$ cat src/rtl/cbr_pkg.sv
package cbr_pkg;
    typedef enum logic [1:0] {
        ST_IDLE,
        ST_CORE,
        ST_HOST,
        ST_DENY
    } arb_state_t;

    localparam int WIN_AW = 3;
    localparam logic [WIN_AW-1:0] WIN_DEV   = 3'd0;
    localparam logic [WIN_AW-1:0] WIN_OFF   = 3'd1;
    localparam logic [WIN_AW-1:0] WIN_DATA  = 3'd2;
    localparam logic [WIN_AW-1:0] WIN_CTRL  = 3'd3;
    localparam logic [WIN_AW-1:0] WIN_LOCK0 = 3'd4;
endpackage

$ cat src/rtl/cbr_window.sv
module cbr_window
    import cbr_pkg::*;
#(
    parameter int DEV_W  = 8,
    parameter int OFF_W  = 8,
    parameter int DATA_W = 8,
    parameter int LOCK_N = 32
) (
    input  logic              clk,
    input  logic              rst_n,
    input  logic              wr_en,
    input  logic [WIN_AW-1:0] addr,
    input  logic [DATA_W-1:0] wdata,
    output logic [DATA_W-1:0] rdata,
    output logic [DEV_W-1:0]  dev_sel,
    output logic [OFF_W-1:0]  off_sel,
    output logic [DATA_W-1:0] data_val,
    output logic              rd_busy,
    output logic              wr_busy,
    output logic [LOCK_N-1:0] lock_mask,
    input  logic              done,
    input  logic [DATA_W-1:0] done_rdata
);
    localparam int LOCK_BYTES = LOCK_N / DATA_W;

    logic busy;
    assign busy = rd_busy | wr_busy;

    always_ff @(posedge clk or negedge rst_n) begin
        if (!rst_n) begin
            dev_sel   <= '0;
            off_sel   <= '0;
            data_val  <= '0;
            rd_busy   <= 1'b0;
            wr_busy   <= 1'b0;
            lock_mask <= '0;
        end else if (done) begin
            rd_busy <= 1'b0;
            wr_busy <= 1'b0;
            if (rd_busy) data_val <= done_rdata;
        end else if (wr_en && !busy) begin
            case (addr)
                WIN_DEV:  dev_sel <= wdata[DEV_W-1:0];
                WIN_OFF:  off_sel <= wdata[OFF_W-1:0];
                WIN_DATA: begin
                    data_val <= wdata;
                    wr_busy  <= 1'b1;
                end
                WIN_CTRL: if (wdata[0]) rd_busy <= 1'b1;
                default: begin
                    for (int i = 0; i < LOCK_BYTES; i++) begin
                        if (addr == WIN_LOCK0 + WIN_AW'(i))
                            lock_mask[i*DATA_W +: DATA_W] <= wdata;
                    end
                end
            endcase
        end
    end

    always_comb begin
        rdata = '0;
        case (addr)
            WIN_DEV:  rdata = DATA_W'(dev_sel);
            WIN_OFF:  rdata = DATA_W'(off_sel);
            WIN_DATA: rdata = data_val;
            WIN_CTRL: rdata = {{(DATA_W-2){1'b0}}, wr_busy, rd_busy};
            default: begin
                for (int i = 0; i < LOCK_BYTES; i++) begin
                    if (addr == WIN_LOCK0 + WIN_AW'(i))
                        rdata = lock_mask[i*DATA_W +: DATA_W];
                end
            end
        endcase
    end
endmodule

$ cat src/rtl/cbr_arbiter.sv
module cbr_arbiter
    import cbr_pkg::*;
#(
    parameter int DEV_W  = 8,
    parameter int OFF_W  = 8,
    parameter int DATA_W = 8,
    parameter int LOCK_N = 32
) (
    input  logic              clk,
    input  logic              rst_n,
    input  logic              core_pend,
    input  logic              core_we,
    input  logic [DEV_W-1:0]  core_dev,
    input  logic [OFF_W-1:0]  core_off,
    input  logic [DATA_W-1:0] core_wdata,
    output logic              core_done,
    output logic [DATA_W-1:0] core_rdata,
    input  logic              host_req,
    input  logic              host_we,
    input  logic [DEV_W-1:0]  host_dev,
    input  logic [OFF_W-1:0]  host_off,
    input  logic [DATA_W-1:0] host_wdata,
    output logic              host_ack,
    output logic [DATA_W-1:0] host_rdata,
    input  logic [LOCK_N-1:0] lock_mask,
    output logic              bank_req,
    output logic              bank_we,
    output logic [DEV_W-1:0]  bank_dev,
    output logic [OFF_W-1:0]  bank_off,
    output logic [DATA_W-1:0] bank_wdata,
    input  logic              bank_ack,
    input  logic [DATA_W-1:0] bank_rdata
);
    localparam int LOCK_IDX_W = $clog2(LOCK_N);

    arb_state_t state, nxt;
    logic       last_host;
    logic       core_go, host_go, host_locked;

    assign host_locked = lock_mask[host_dev[LOCK_IDX_W-1:0]];
    assign core_go     = core_pend && (!host_req || last_host);
    assign host_go     = host_req && !core_go;

    always_comb begin
        nxt = state;
        unique case (state)
            ST_IDLE: begin
                if (core_go)      nxt = ST_CORE;
                else if (host_go) nxt = host_locked ? ST_DENY : ST_HOST;
            end
            ST_CORE: if (bank_ack) nxt = ST_IDLE;
            ST_HOST: if (bank_ack) nxt = ST_IDLE;
            ST_DENY: nxt = ST_IDLE;
        endcase
    end

    always_ff @(posedge clk or negedge rst_n) begin
        if (!rst_n) begin
            state      <= ST_IDLE;
            last_host  <= 1'b1;
            bank_we    <= 1'b0;
            bank_dev   <= '0;
            bank_off   <= '0;
            bank_wdata <= '0;
        end else begin
            state <= nxt;
            if (state == ST_IDLE && core_go) begin
                last_host  <= 1'b0;
                bank_we    <= core_we;
                bank_dev   <= core_dev;
                bank_off   <= core_off;
                bank_wdata <= core_wdata;
            end else if (state == ST_IDLE && host_go) begin
                last_host  <= 1'b1;
                bank_we    <= host_we;
                bank_dev   <= host_dev;
                bank_off   <= host_off;
                bank_wdata <= host_wdata;
            end
        end
    end

    always_comb begin
        bank_req   = 1'b0;
        host_ack   = 1'b0;
        host_rdata = bank_rdata;
        core_done  = 1'b0;
        core_rdata = bank_rdata;
        unique case (state)
            ST_IDLE: ;
            ST_CORE: begin
                bank_req  = 1'b1;
                core_done = bank_ack;
            end
            ST_HOST: begin
                bank_req = 1'b1;
                host_ack = bank_ack;
            end
            ST_DENY: begin
                host_ack   = 1'b1;
                host_rdata = '1;
            end
        endcase
    end
endmodule

$ cat src/rtl/corehost_bridge.sv
module corehost_bridge
    import cbr_pkg::*;
#(
    parameter int DEV_W  = 8,
    parameter int OFF_W  = 8,
    parameter int DATA_W = 8,
    parameter int LOCK_N = 32
) (
    input  logic              clk,
    input  logic              rst_n,
    input  logic              core_wr_en,
    input  logic [WIN_AW-1:0] core_addr,
    input  logic [DATA_W-1:0] core_wdata,
    output logic [DATA_W-1:0] core_rdata,
    input  logic              host_req,
    input  logic              host_we,
    input  logic [DEV_W-1:0]  host_dev,
    input  logic [OFF_W-1:0]  host_off,
    input  logic [DATA_W-1:0] host_wdata,
    output logic              host_ack,
    output logic [DATA_W-1:0] host_rdata,
    output logic              bank_req,
    output logic              bank_we,
    output logic [DEV_W-1:0]  bank_dev,
    output logic [OFF_W-1:0]  bank_off,
    output logic [DATA_W-1:0] bank_wdata,
    input  logic              bank_ack,
    input  logic [DATA_W-1:0] bank_rdata
);
    logic [DEV_W-1:0]  win_dev;
    logic [OFF_W-1:0]  win_off;
    logic [DATA_W-1:0] win_data;
    logic              win_rd_busy, win_wr_busy;
    logic [LOCK_N-1:0] win_lock;
    logic              xfer_done;
    logic [DATA_W-1:0] xfer_rdata;

    cbr_window #(.DEV_W(DEV_W), .OFF_W(OFF_W), .DATA_W(DATA_W), .LOCK_N(LOCK_N)) u_win (
        .clk        (clk),
        .rst_n      (rst_n),
        .wr_en      (core_wr_en),
        .addr       (core_addr),
        .wdata      (core_wdata),
        .rdata      (core_rdata),
        .dev_sel    (win_dev),
        .off_sel    (win_off),
        .data_val   (win_data),
        .rd_busy    (win_rd_busy),
        .wr_busy    (win_wr_busy),
        .lock_mask  (win_lock),
        .done       (xfer_done),
        .done_rdata (xfer_rdata)
    );

    cbr_arbiter #(.DEV_W(DEV_W), .OFF_W(OFF_W), .DATA_W(DATA_W), .LOCK_N(LOCK_N)) u_arb (
        .clk        (clk),
        .rst_n      (rst_n),
        .core_pend  (win_rd_busy | win_wr_busy),
        .core_we    (win_wr_busy),
        .core_dev   (win_dev),
        .core_off   (win_off),
        .core_wdata (win_data),
        .core_done  (xfer_done),
        .core_rdata (xfer_rdata),
        .host_req   (host_req),
        .host_we    (host_we),
        .host_dev   (host_dev),
        .host_off   (host_off),
        .host_wdata (host_wdata),
        .host_ack   (host_ack),
        .host_rdata (host_rdata),
        .lock_mask  (win_lock),
        .bank_req   (bank_req),
        .bank_we    (bank_we),
        .bank_dev   (bank_dev),
        .bank_off   (bank_off),
        .bank_wdata (bank_wdata),
        .bank_ack   (bank_ack),
        .bank_rdata (bank_rdata)
    );
endmodule

$ cat config.mk
export PLATFORM = sky130hd
export DESIGN_NAME = corehost_bridge
export DESIGN_NICKNAME = d
export VERILOG_FILES = /design/src/rtl/cbr_pkg.sv /design/src/rtl/cbr_window.sv /design/src/rtl/cbr_arbiter.sv /design/src/rtl/corehost_bridge.sv
export SDC_FILE = /design/constraint.sdc
export NUM_CORES = 1
export LEC_CHECK = 0
export CAP_MARGIN = 20
export CORE_MARGIN = 2
export CORE_UTILIZATION = 30
export DETAILED_ROUTE_END_ITERATION = 10
export DONT_BUFFER_PORTS = 1
export HOLD_SLACK_MARGIN = 0.12
export SLEW_MARGIN = 20
export SYNTH_ARGS = -nofsm -noshare
export SYNTH_HDL_FRONTEND = slang
export SYNTH_SLANG_ARGS = --single-unit
export TNS_END_PERCENT = 30
$ cat constraint.sdc
create_clock -name clk -period 2.16 [get_ports clk]
set_clock_uncertainty 0.05 [all_clocks]
set_input_delay 0.216 -clock clk [delete_from_list [all_inputs] [get_ports clk]]
set_output_delay 0.216 -clock clk [all_outputs]
set_load 0.05 [all_outputs]
Word-level counts from Yosys, hierarchy flattened:

Index checks and enable logic that the tools add are counted.

* register bits: 86
* bits of input ports: 49
* output and inout port bits: 43

* magnitude comparators: 1
* equal/unequal tests: 13
* mux-type cells: 37
* bitwise gates (word level): 3
* reductions and logical operators: 28

Operators with widths (number)
* $mux 8: 15
* $pmux 8 s4: 1
* $reduce_and 4->1: 4
* $mux 1: 15
* $eq 3x3->1 const B: 4
* $reduce_and 3->1: 4
* $reduce_bool 2->1: 5
* $eq 3x2->1 const B: 2
* $lt 5x6->1 const B: 1
* $mux 2: 3
* $pmux 2 s3: 1
* $bmux 1 s5: 1
* $logic_and 1x1->1: 5
* $eq 2x2->1 const B: 2
* $reduce_and 2->1: 2
* $reduce_or 4->1: 1
* $eq 3x1->1 const B: 1
* $logic_not 1->1: 3
* $logic_not 3->1: 1
* $ne 3x1->1 const B: 1
* $eq 2x1->1 const B: 1
* $logic_not 2->1: 1
* $ne 2x1->1 const B: 1
* $ne 2x2->1 const B: 1
* 5 further kinds: 6

Depth between registers and ports, before layout:

Gate-level depths: netlist of the first run.

* word-level depth: 8
* gate-level depth with buffers: 7
* depth with buffers taken out: 6

Cells and area by module:

From an unflattened synthesis of the first run, not the netlist that was laid out.

* cells, all modules: 364
* area total of the unflattened synthesis: 4581.9 sq um

Modules (own cells, without submodules)
* cbr_window: instances 1, cells each 181, area each 2855.2 sq um
* cbr_arbiter: instances 1, cells each 182, area each 1720.4 sq um
* corehost_bridge: instances 1, cells each 1, area each 6.3 sq um

Least setup slack after synthesis of the first run:

No wires, ideal clock.

* path kind: reg-to-reg
* start: register u_arb.state[0]
* end: register u_arb.state[0]
* library setup time: 0.133 ns
* arrival: 1.758 ns
* data required time: 1.977 ns
* slack: 0.219 ns
* stages on the path, launching flop included: 6
* cell sequence: dfrtp_1 -> inv_1 -> ha_1 -> a22o_1 -> a2111oi_2 -> a32oi_1

* cells in the longest elaborated chain, start to end: 4

Ends and longest elaborated chain
* start, declared: RTL line cbr_arbiter.sv:36 `arb_state_t state, nxt;`
* start signal, assigned: RTL line cbr_arbiter.sv:66 `state <= nxt;`
* $eq 2x1->1 or $eq 2x2->1 (tied branches): RTL line cbr_arbiter.sv:46 `unique case (state)`
* $reduce_or 2->1 (no line)
* $ne 2x1->1 (no line)
* $reduce_and 2->1 (no line)

Parallel ways exist; a longest one is shown, timed or not.
A chain may end at the register's enable or synchronous reset.

Worst setup path in the final report of the first run:

Ends and elaborated chain as after synthesis.

==> flow_summary.toml, run 1 <==
[run_status]
outcome = "finished with violations"
failed_checks = "negative hold slack"

[logic_synthesis]
yosysSeqAreaShare_pct = 47.5
synth_simple_gate_area_share_pct = 9.99
synth.mux.area_fraction_pct = 29.3
yosysWarningCount = 0
synth_top_family_by_area = "multiplexers"
synth_nets = 434
netlist_instances = 380
synth_cell_types = 40
ys_ff_latch = 86
synth-compound-area-share_pct = 8.58
avgSynthCellArea_um2 = 11.9
synthAdderAreaFrac_pct = 1.38
synth_area_um2 = 4540
yosys.area_share.xor_xnor_pct = 0

[clock_network]
cts_made_buffers = 9
path_clk_slew_ns = 0.06
cts.path.max_buffers = 2
ctsHoldBuffers = 44
root_buffer = "clkbuf_16"
clk_latency_ns = 0.34
cts_num_sinks = 86
cts_tree = "yes"
htree_levels = 3

[routing]
dr_total_vias = 3231
drcViolationCount = 0
wl_per_cell_um = 20.5
drtPass1Iterations = 4
vias_per_cell = 5.23
drt_first_iter_violations = 246
wl_um = 12700
antenna_left = 0

[cells_and_area]
multiInputGateArea_um2 = 2240
ff_latch_area_um2 = 2150
fin_nets = 482
drive_gt1_share_pct = 25.9
fin_util_pct = 37.8
area_delta_synth_final_pct = 22.2
fin_area_um2 = 5540
n_fill_cell = 1411

[die]
rows = 44
io_pins = 92
die_w_um = 127
initial_core_util_pct = 31.0
core_um2 = 14600
fp.dieArea_um2 = 16100
die_h_um = 127

[setup_path]
critPathSlowestCell = "a221oi_1"
path_buf_inv = 1
critical-path-top-delay-family = "compound AO/OA/AOI/OAI gates"
worstPathRequired_ns = 2.36
critPathMaxStageDelay_ns = 0.53
reg2reg_from = "u_arb.state[0]"
setup.worst_path.class = "reg2reg"
cp.arrival_ns = 2.25
rrSetupSlack_ns = 0.11
crit_chain = "inv_1, ha_1, nor2b_1, a221oi_1, nand4_1, a32oi_1"
cp-start-kind = "flip-flop"
cp-startpoint = "u_arb.state[0]"
cp_max_fo = 5
end_kind = "flip-flop"
r2r-end = "u_arb.state[0]"
reg2reg_depth = 6

[global_routing]
gr-total-overflow = 0
grt_max_degree = 87
first_global_vias = 3390
grt_usage_pct = 16.0
antenna_found_initial = 1
grt_pass1_wl_um = 19700

[timing]
report.final.setup_viol = 0
whs_ns = -0.478
max-slew-margin-rel_pct = 59.3
period_share_pct = 95.1
timing.fmax_mhz = 487
worst_pin_slew_ns = 0.609
post-route-min-period_ns = 2.05
final-hold-violation-count = 86
drv_slew = 0
fin_ws_ns = 0.105
tns_ns = 0
rsz0062_at_grt = "false"

[placed_design]
pre_cts_ws_ns = 0.100
place_area_um2 = 4770
io_buffers = 0
dp_hpwl_um = 8870
gp_congestion = 0.807

[run]
drv_cap = 0

[pwr]
total_power_mw = 8.71
power_density_nw_per_um2 = 1570
leakagePower_nw = 2.56
vdd_drop_max_v = 0.000501

[min_path]
hold_path.class = "in2async"
## registers in the layout, indices dropped and copies added, names as in the netlist
name	count
u_win.wr_busy	1
u_win.off_sel	8
u_arb.state	2
u_arb.bank_dev	8
u_win.lock_mask	32
u_win.rd_busy	1
u_win.data_val	8
u_win.dev_sel	8
u_arb.bank_off	8
u_arb.last_host	1
u_arb.bank_we	1
u_arb.bank_wdata	8
## how the worst max path moves through the flow
| stage | cells after the start | slack [ns] | endpoint |
|---|---|---|---|
| 2_1_floorplan | 5 | 0.22 | u_arb.state[0] |
| 3_3_place_gp | 6 | 0.16 | u_win.lock_mask[4] |
| 3_5_place_dp | 6 | 0.10 | u_win.lock_mask[20] |
| 4_1_cts | 6 | 0.09 | u_win.lock_mask[16] |
| 5_1_grt | 6 | 0.002 | u_win.dev_sel[2] |
| 6_report | 6 | 0.11 | u_arb.state[0] |
## power by group
part           switching (mW)  internal (mW)
Clock                   0.630           1.05
Sequential               1.58           2.43
Combinational            1.58           1.44
## logic make-up (layout without fill, tap and decap cells)
| group | count (synthesis) | in the layout |
|---|---|---|
| AOI/OAI and AO/OA | 65 | 65 |
| muxes | 108 | 108 |
| DFF | 86 | 86 |
| and+or+nand+nor | 89 | 89 |
| other | 0 | 1 |
| adders and majority gates | 5 | 5 |
| buffers and inverters | 27 | 80 |
## placed cells by master, fill, tap and decap left out, types with 2 or more instances in the layout
cell type / count
inv_1: 7
or2_2: 10
o21ai_0: 3
a21o_1: 2
buf_12: 2
and3_1: 3
dfrtp_1: 85
nand4_1: 2
nand2_2: 3
a22oi_1: 2
mux2_2: 48
mux2i_1: 44
clkbuf_16: 9
a21oi_1: 45
nand2_1: 10
clkinv_4: 2
nand3_1: 3
ha_1: 5
a22o_1: 2
mux4_2: 15
bufinv_16: 2
nor2_1: 46
nor2b_1: 5
buf_4: 11
dlygate4sd3_1: 44
a31oi_1: 2
nand3b_4: 2
## metal layers
layer  wire, um  vias to the layer above  track usage, %
met5          0                        -               0
li1           -                     1488               -
met1       5720                     1630            21.8
met2       6050                      101            25.7
met3        734                       12            3.63
met4        156                        0            4.20
## cell type report
type                    count  area share, %
inverters                   7          0.474
flip-flops and latches     86           38.9
repair buffers             57           10.2
diodes                      1         0.0452
clock inverters             5           1.49
multi-input cells         267           40.4
clock buffers              11           4.38
well taps                 184           4.15
## stage by stage
stage	std cells	hold WS [ns]
after floorplan	380	-0.130
after global placement	557	-0.127
after detailed placement	557	-0.128
after CTS	617	-0.489
after global routing	618	-0.500
final	618	-0.478
## synthesized netlist by cell type
cell type	count	area [um2]
a22o_1	2	17.5
mux2_2	48	541
a41o_1	1	10.0
nor2_1	46	173
buf_4	4	30.0
or2_2	10	62.6
nand2_2	3	18.8
a21oi_1	45	225
a31oi_1	2	12.5
nand3b_4	2	40.0
mux2_1	1	11.3
dfrtp_1	85	2130
mux4_2	15	338
a221oi_1	1	8.76
inv_1	7	26.3
buf_6	3	33.8
ha_1	5	62.6
nand3_1	4	20.0
o211ai_1	1	7.51
o221ai_1	1	8.76
a2bb2oi_1	1	8.76
nand4_1	2	12.5
a22oi_1	2	15.0
and3b_1	1	8.76
nand2_1	10	37.5
buf_2	7	35.0
and3_1	4	25.0
a32oi_1	1	8.76
mux2i_1	44	440
buf_1	1	3.75
a211oi_2	1	12.5
dfstp_2	1	26.3
o21ai_0	3	15.0
nand2b_1	1	6.26
clkbuf_1	5	18.8
nor2b_1	5	31.3
a21o_1	2	15.0
a2111oi_2	1	15.0
nand3_4	1	17.5
o31a_1	1	8.76
## timing repair
item,CTS,global route
hold endpoints to repair,170,86
setup endpoints to repair,0,26
resized for setup,0,1
buffers inserted,0,0
(Power assumes the default switching activity.)
==> inputs of run 2 (changes only) <==
Settings changed: CORE_UTILIZATION 30 to 36, GPL_ROUTABILITY_DRIVEN set to 0.
==> flow_summary.toml, run 2 (same netlist as run 1, synthesis figures left out) <==
[clock_network]
cts_num_sinks = 86
root_buffer = "clkbuf_16"
ctsHoldBuffers = 44
cts_made_buffers = 9
path_clk_slew_ns = 0.06
cts_tree = "yes"
htree_levels = 3
cts.path.max_buffers = 2
cts_setup_buffers = 0
clk_latency_ns = 0.34

[die]
initial_core_util_pct = 36.4
die_w_um = 116
rows = 41
core_um2 = 12500
die_h_um = 116
fp.dieArea_um2 = 13500
io_pins = 92

[timing]
whs_ns = -0.483
final-hold-violation-count = 86
rsz0062_at_grt = "false"
timing.fmax_mhz = 495
worst_pin_slew_ns = 0.539
tns_ns = 0
drv_slew = 0
post-route-min-period_ns = 2.02
max-slew-margin-rel_pct = 64.0
period_share_pct = 93.6
report.final.setup_viol = 0

[global_routing]
grt_usage_pct = 19.1
antenna_found_initial = 1
first_global_vias = 3304
grt_max_degree = 87
gr-total-overflow = 0
grt_pass1_wl_um = 19000

[routing]
wl_per_cell_um = 20.4
vias_per_cell = 5.45
antenna_left = 0
dr_total_vias = 3297
drt_first_iter_violations = 205
drcViolationCount = 0
drtPass1Iterations = 4
wl_um = 12400

[setup_path]
end_kind = "output pin"
cp.arrival_ns = 1.76
critPathMaxStageDelay_ns = 0.47
crit_chain = "buf_4, mux4_2, nand2_1, nand2_2"
path_buf_inv = 1
worstPathRequired_ns = 1.89
cp_max_fo = 4
cp-start-kind = "flip-flop"
setup.worst_path.class = "reg2out"
critPathSlowestCell = "mux4_2"
critical-path-top-delay-family = "multiplexers"

[pwr]
pwr-share-seq_pct = 45.7
pwr-share-comb_pct = 34.9
p_int_mw = 4.93
power_density_nw_per_um2 = 1570
vdd_drop_max_v = 0.000608
leakagePower_nw = 2.55
swShare_pct = 43.3
pwr-share-clk_pct = 19.4
switchingPower_mw = 3.76

[cells_and_area]
final_common_cell = "dfrtp_1"
drive_gt1_share_pct = 25.9
area_delta_synth_final_pct = 21.7
largest_reg_flops = 32
final_cell_mix = "dfrtp_1, mux2_2, nor2_1"
regMostFlops = "u_win.lock_mask"
fin_nets = 481

[min_path]
hold_path.class = "in2async"

[run_status]
outcome = "finished with violations"
failed_checks = "negative hold slack"

[placed_design]
io_buffers = 0
dp_hpwl_um = 8380

[run]
drv_cap = 0
-- run 2: changes by cell type in the layout (fill, tap and decap cells not counted), sizes merged --
cell | before | now
buf | 13 | 12
-- run 2: final timing paths --
| path | to | slack (ns) | startpoint | depth (start not counted) |
|---|---|---|---|---|
| worst min-delay path | u_arb.bank_off[3] | -0.48 | rst_n | 0 |
| worst max-delay path | core_rdata[1] | 0.14 | u_win.wr_busy | 4 |
| max in group asynchronous | u_arb.last_host | 2.32 | rst_n | 0 |
| worst min register to register | u_win.lock_mask[24] | 0.48 | u_win.lock_mask[24] | 1 |
| worst max register to register | u_win.dev_sel[2] | 0.17 | u_arb.state[1] | 6 |
| min in group clk | u_arb.state[0] | 0.13 | host_dev[4] | 3 |
-- run 2: area by class of cell --
| cell class | instances | area (um2) |
|---|---|---|
| Timing Repair Buffer | 56 | 556 |
| Multi-Input combinational cell | 267 | 2240 |
| Antenna cell | 1 | 2.50 |
| Clock inverter | 5 | 82.6 |
| Fill cell | 1172 | 6940 |
| Tap cell | 172 | 215 |
| Inverter | 7 | 26.3 |
| Clock buffer | 11 | 243 |
| Sequential cell | 86 | 2150 |
-- run 2: stage by stage --
stage	cells	worst slack [ns]	total power [mW]	instance area [um2]	utilization, %
after floorplan	380	0.219	6.18	4540	-
after global placement	544	0.144	6.83	4750	38.1
after detailed placement	544	0.0764	6.93	4750	38.1
after CTS	604	0.0111	8.74	5520	44.2
after global routing	604	0.0596	9.15	5520	44.3
final	605	0.138	8.69	5520	44.3
-- run 2: metal layers --
metal | vias up | track usage, % | wire length (um)
met4 | 0 | 5.63 | 199
met3 | 13 | 5.03 | 800
met5 | - | 0 | 0
met1 | 1695 | 25.7 | 5290
li1 | 1481 | - | -
met2 | 108 | 30.4 | 6070
-- run 2: worst reg2reg max path, stage by stage (launching register included) --
cell	delay [ns]
dfrtp_1	0.39
inv_1	0.10
ha_1	0.22
a211oi_2	0.27
and3_1	0.32
nand2_2	0.21
mux2_2	0.32
-- run 2: power groups by stage --
stage               sequential, mW  combinational (mW)  clock [mW]
CTS                           3.96                3.05        1.73
global placement              3.96                2.87           0
finish                        3.97                3.03        1.69
global route                  4.08                3.29        1.78
detailed placement            3.99                2.94           0
floorplan                     3.72                2.45           0
-- run 2: repair_timing --
action,CTS,global route
resized for setup,0,2
endpoints found under the setup margin,0,33
hold endpoints to repair,170,86
==> inputs of run 3 (changes only) <==
Settings changed: ABC_AREA set to 1.
==> flow_summary.toml, run 3 <==
[die]
core_um2 = 12100
rows = 40
die_w_um = 116
die_h_um = 116
fp.dieArea_um2 = 13400
io_pins = 92
initial_core_util_pct = 37.3

[pwr]
power_density_nw_per_um2 = 1570
leakagePower_nw = 2.52
total_power_mw = 8.45
vdd_drop_max_v = 0.000668

[global_routing]
gr-total-overflow = 0
first_global_vias = 3700
grt_pass1_wl_um = 19500
grt_usage_pct = 19.3
antenna_found_initial = 0
grt_max_degree = 87

[cells_and_area]
n_fill_cell = 1197
fin_nets = 657
antenna_cells = 0
final_common_cell = "nand2_1"
drive_gt1_share_pct = 12.2
regMostFlops = "u_win.lock_mask"
largest_reg_flops = 32
area_delta_synth_final_pct = 19.0
final_cell_mix = "nand2_1, dfrtp_1, inv_1"

[logic_synthesis]
yosysTopAreaCell = "dfrtp_1"
ys.flop_type = "dfrtp_1"
netlist_top_cells_count = "nand2_1, dfrtp_1, inv_1"
synth_area_um2 = 4510
netlist_instances = 561
synthAdderAreaFrac_pct = 1.39
ys_ff_latch = 86
yosysWarningCount = 0
yosysSeqAreaShare_pct = 47.7
synth.mux.area_fraction_pct = 0
synth-compound-area-share_pct = 17.5
async_flop_share_pct = 100
synth-edff-count = 0
avgSynthCellArea_um2 = 8.04
synth_most_common_cell = "nand2_1"
synth_cell_types = 33
netlist.area_leader.share_pct = 47.1
synth_top_family_by_area = "simple AND/OR/NAND/NOR gates"
synthTopCellsByArea = "dfrtp_1, nand2_1, inv_1"
yosys.area_share.xor_xnor_pct = 0
synth_simple_gate_area_share_pct = 24.5
synth_nets = 615

[clock_network]
path_clk_slew_ns = 0.07
root_buffer = "clkbuf_16"
cts_num_sinks = 86
htree_levels = 3
cts_made_buffers = 9
ctsHoldBuffers = 43
cts_tree = "yes"
clk_latency_ns = 0.35
cts.path.max_buffers = 2

[placed_design]
io_buffers = 0
dp_hpwl_um = 9030

[setup_path]
crit_chain = "inv_1, ha_1, nand2_2, clkinvlp_4, o32ai_1, dlygate4sd3_1"
cp_num_cells = 6
path_buf_inv = 3
cp-startpoint = "u_arb.state[1]"
cp_max_fo = 12
setup.worst_path.class = "reg2reg"
reg2reg_depth = 6
reg2reg_from = "u_arb.state[1]"
cp-start-kind = "flip-flop"
r2r-end = "u_win.rd_busy"
cp.arrival_ns = 2.26
crit_end = "u_win.rd_busy"
critPathSlowestCell = "dlygate4sd3_1"
rrSetupSlack_ns = 0.14
critPathMaxStageDelay_ns = 0.58
critical-path-top-delay-family = "buffers and inverters"
end_kind = "flip-flop"
worstPathRequired_ns = 2.40

[timing]
rsz0062_at_grt = "false"
drv_slew = 0
worst_pin_slew_ns = 0.516
timing.fmax_mhz = 494
max-slew-margin-rel_pct = 65.5
whs_ns = -0.483
post-route-min-period_ns = 2.02
report.final.setup_viol = 0
period_share_pct = 93.6
final-hold-violation-count = 86
tns_ns = 0

[routing]
drcViolationCount = 0
antenna_left = 0
drtPass1Iterations = 5
wl_um = 12800
dr_total_vias = 3991
vias_per_cell = 5.14
wl_per_cell_um = 16.5
drt_first_iter_violations = 373

[run_status]
failed_checks = "negative hold slack"
outcome = "finished with violations"

[min_path]
hold_path.class = "in2async"

[run]
drv_cap = 0
-- run 3: changes by cell type in the layout (fill, tap and decap cells not counted), sizes merged, moves of 15 or more --
cell   delta
a21oi    -36
a31oi    +28
inv      +62
mux2     -49
mux2i    -44
mux4     -15
nand2   +165
nand3    +29
o21ai    +52
-- run 3: final cells by class --
cell class / instances / area [um2] / area share [%]
Sequential cell: 86 / 2150 / 40.1
Multi-Input combinational cell: 385 / 1950 / 36.4
Tap cell: 168 / 210 / 3.91
Timing Repair Buffer: 53 / 518 / 9.64
Inverter: 68 / 262 / 4.87
Clock buffer: 10 / 229 / 4.26
Clock inverter: 6 / 46.3 / 0.862
-- run 3: cell families (layout without fill, tap and decap cells) --
logic type / count (synthesis) / after routing
AO/OA/AOI/OAI: 122 / 122
adder cells (fa/ha/maj): 5 / 5
buffers and inverters: 90 / 137
flip-flops: 86 / 86
AND/OR/NAND/NOR: 258 / 258
-- run 3: report_power, final --
part / internal (mW) / leakage, nW / switching [mW] / total (mW)
clock network: 0.788 / 0.129 / 0.674 / 1.46
registers: 2.43 / 1.04 / 1.48 / 3.91
logic: 1.10 / 1.35 / 1.98 / 3.08
-- run 3: stage by stage --
stage,hold slack (ns),setup WS [ns],util (%),cell area [um2],instances
floorplan,-0.130,0.418,-,4510,561
finish,-0.483,0.137,44.4,5370,776
CTS,-0.495,0.131,44.3,5370,776
global route,-0.502,0.00609,44.4,5370,776
global placement,-0.125,0.361,38.5,4660,717
detailed placement,-0.126,0.286,38.5,4660,717
-- run 3: routing by layer --
metal  wire length [um]  vias up  track usage [%]
met5                  0        -                0
met4                201        0             5.87
met3                939       15             4.65
met2               5810      166             29.8
met1               5870     1868             26.9
li1                   -     1942                -
-- run 3: worst min-delay path by stage --
stage / to / slack, ns / depth (start not counted)
after floorplan: u_arb.bank_dev[0] / -0.13 / 0
after global placement: u_win.lock_mask[11] / -0.13 / 0
after detailed placement: u_win.lock_mask[11] / -0.13 / 0
after CTS: u_win.lock_mask[13] / -0.50 / 0
after global routing: u_win.lock_mask[5] / -0.50 / 0
final: u_win.lock_mask[13] / -0.48 / 0
-- run 3: repair_timing --
item / 4_1_cts / 5_1_grt
endpoints found under the hold margin: 121 / 86
buffers inserted: 0 / 0
gates resized for setup: 0 / 1
setup endpoints to repair: 0 / 1
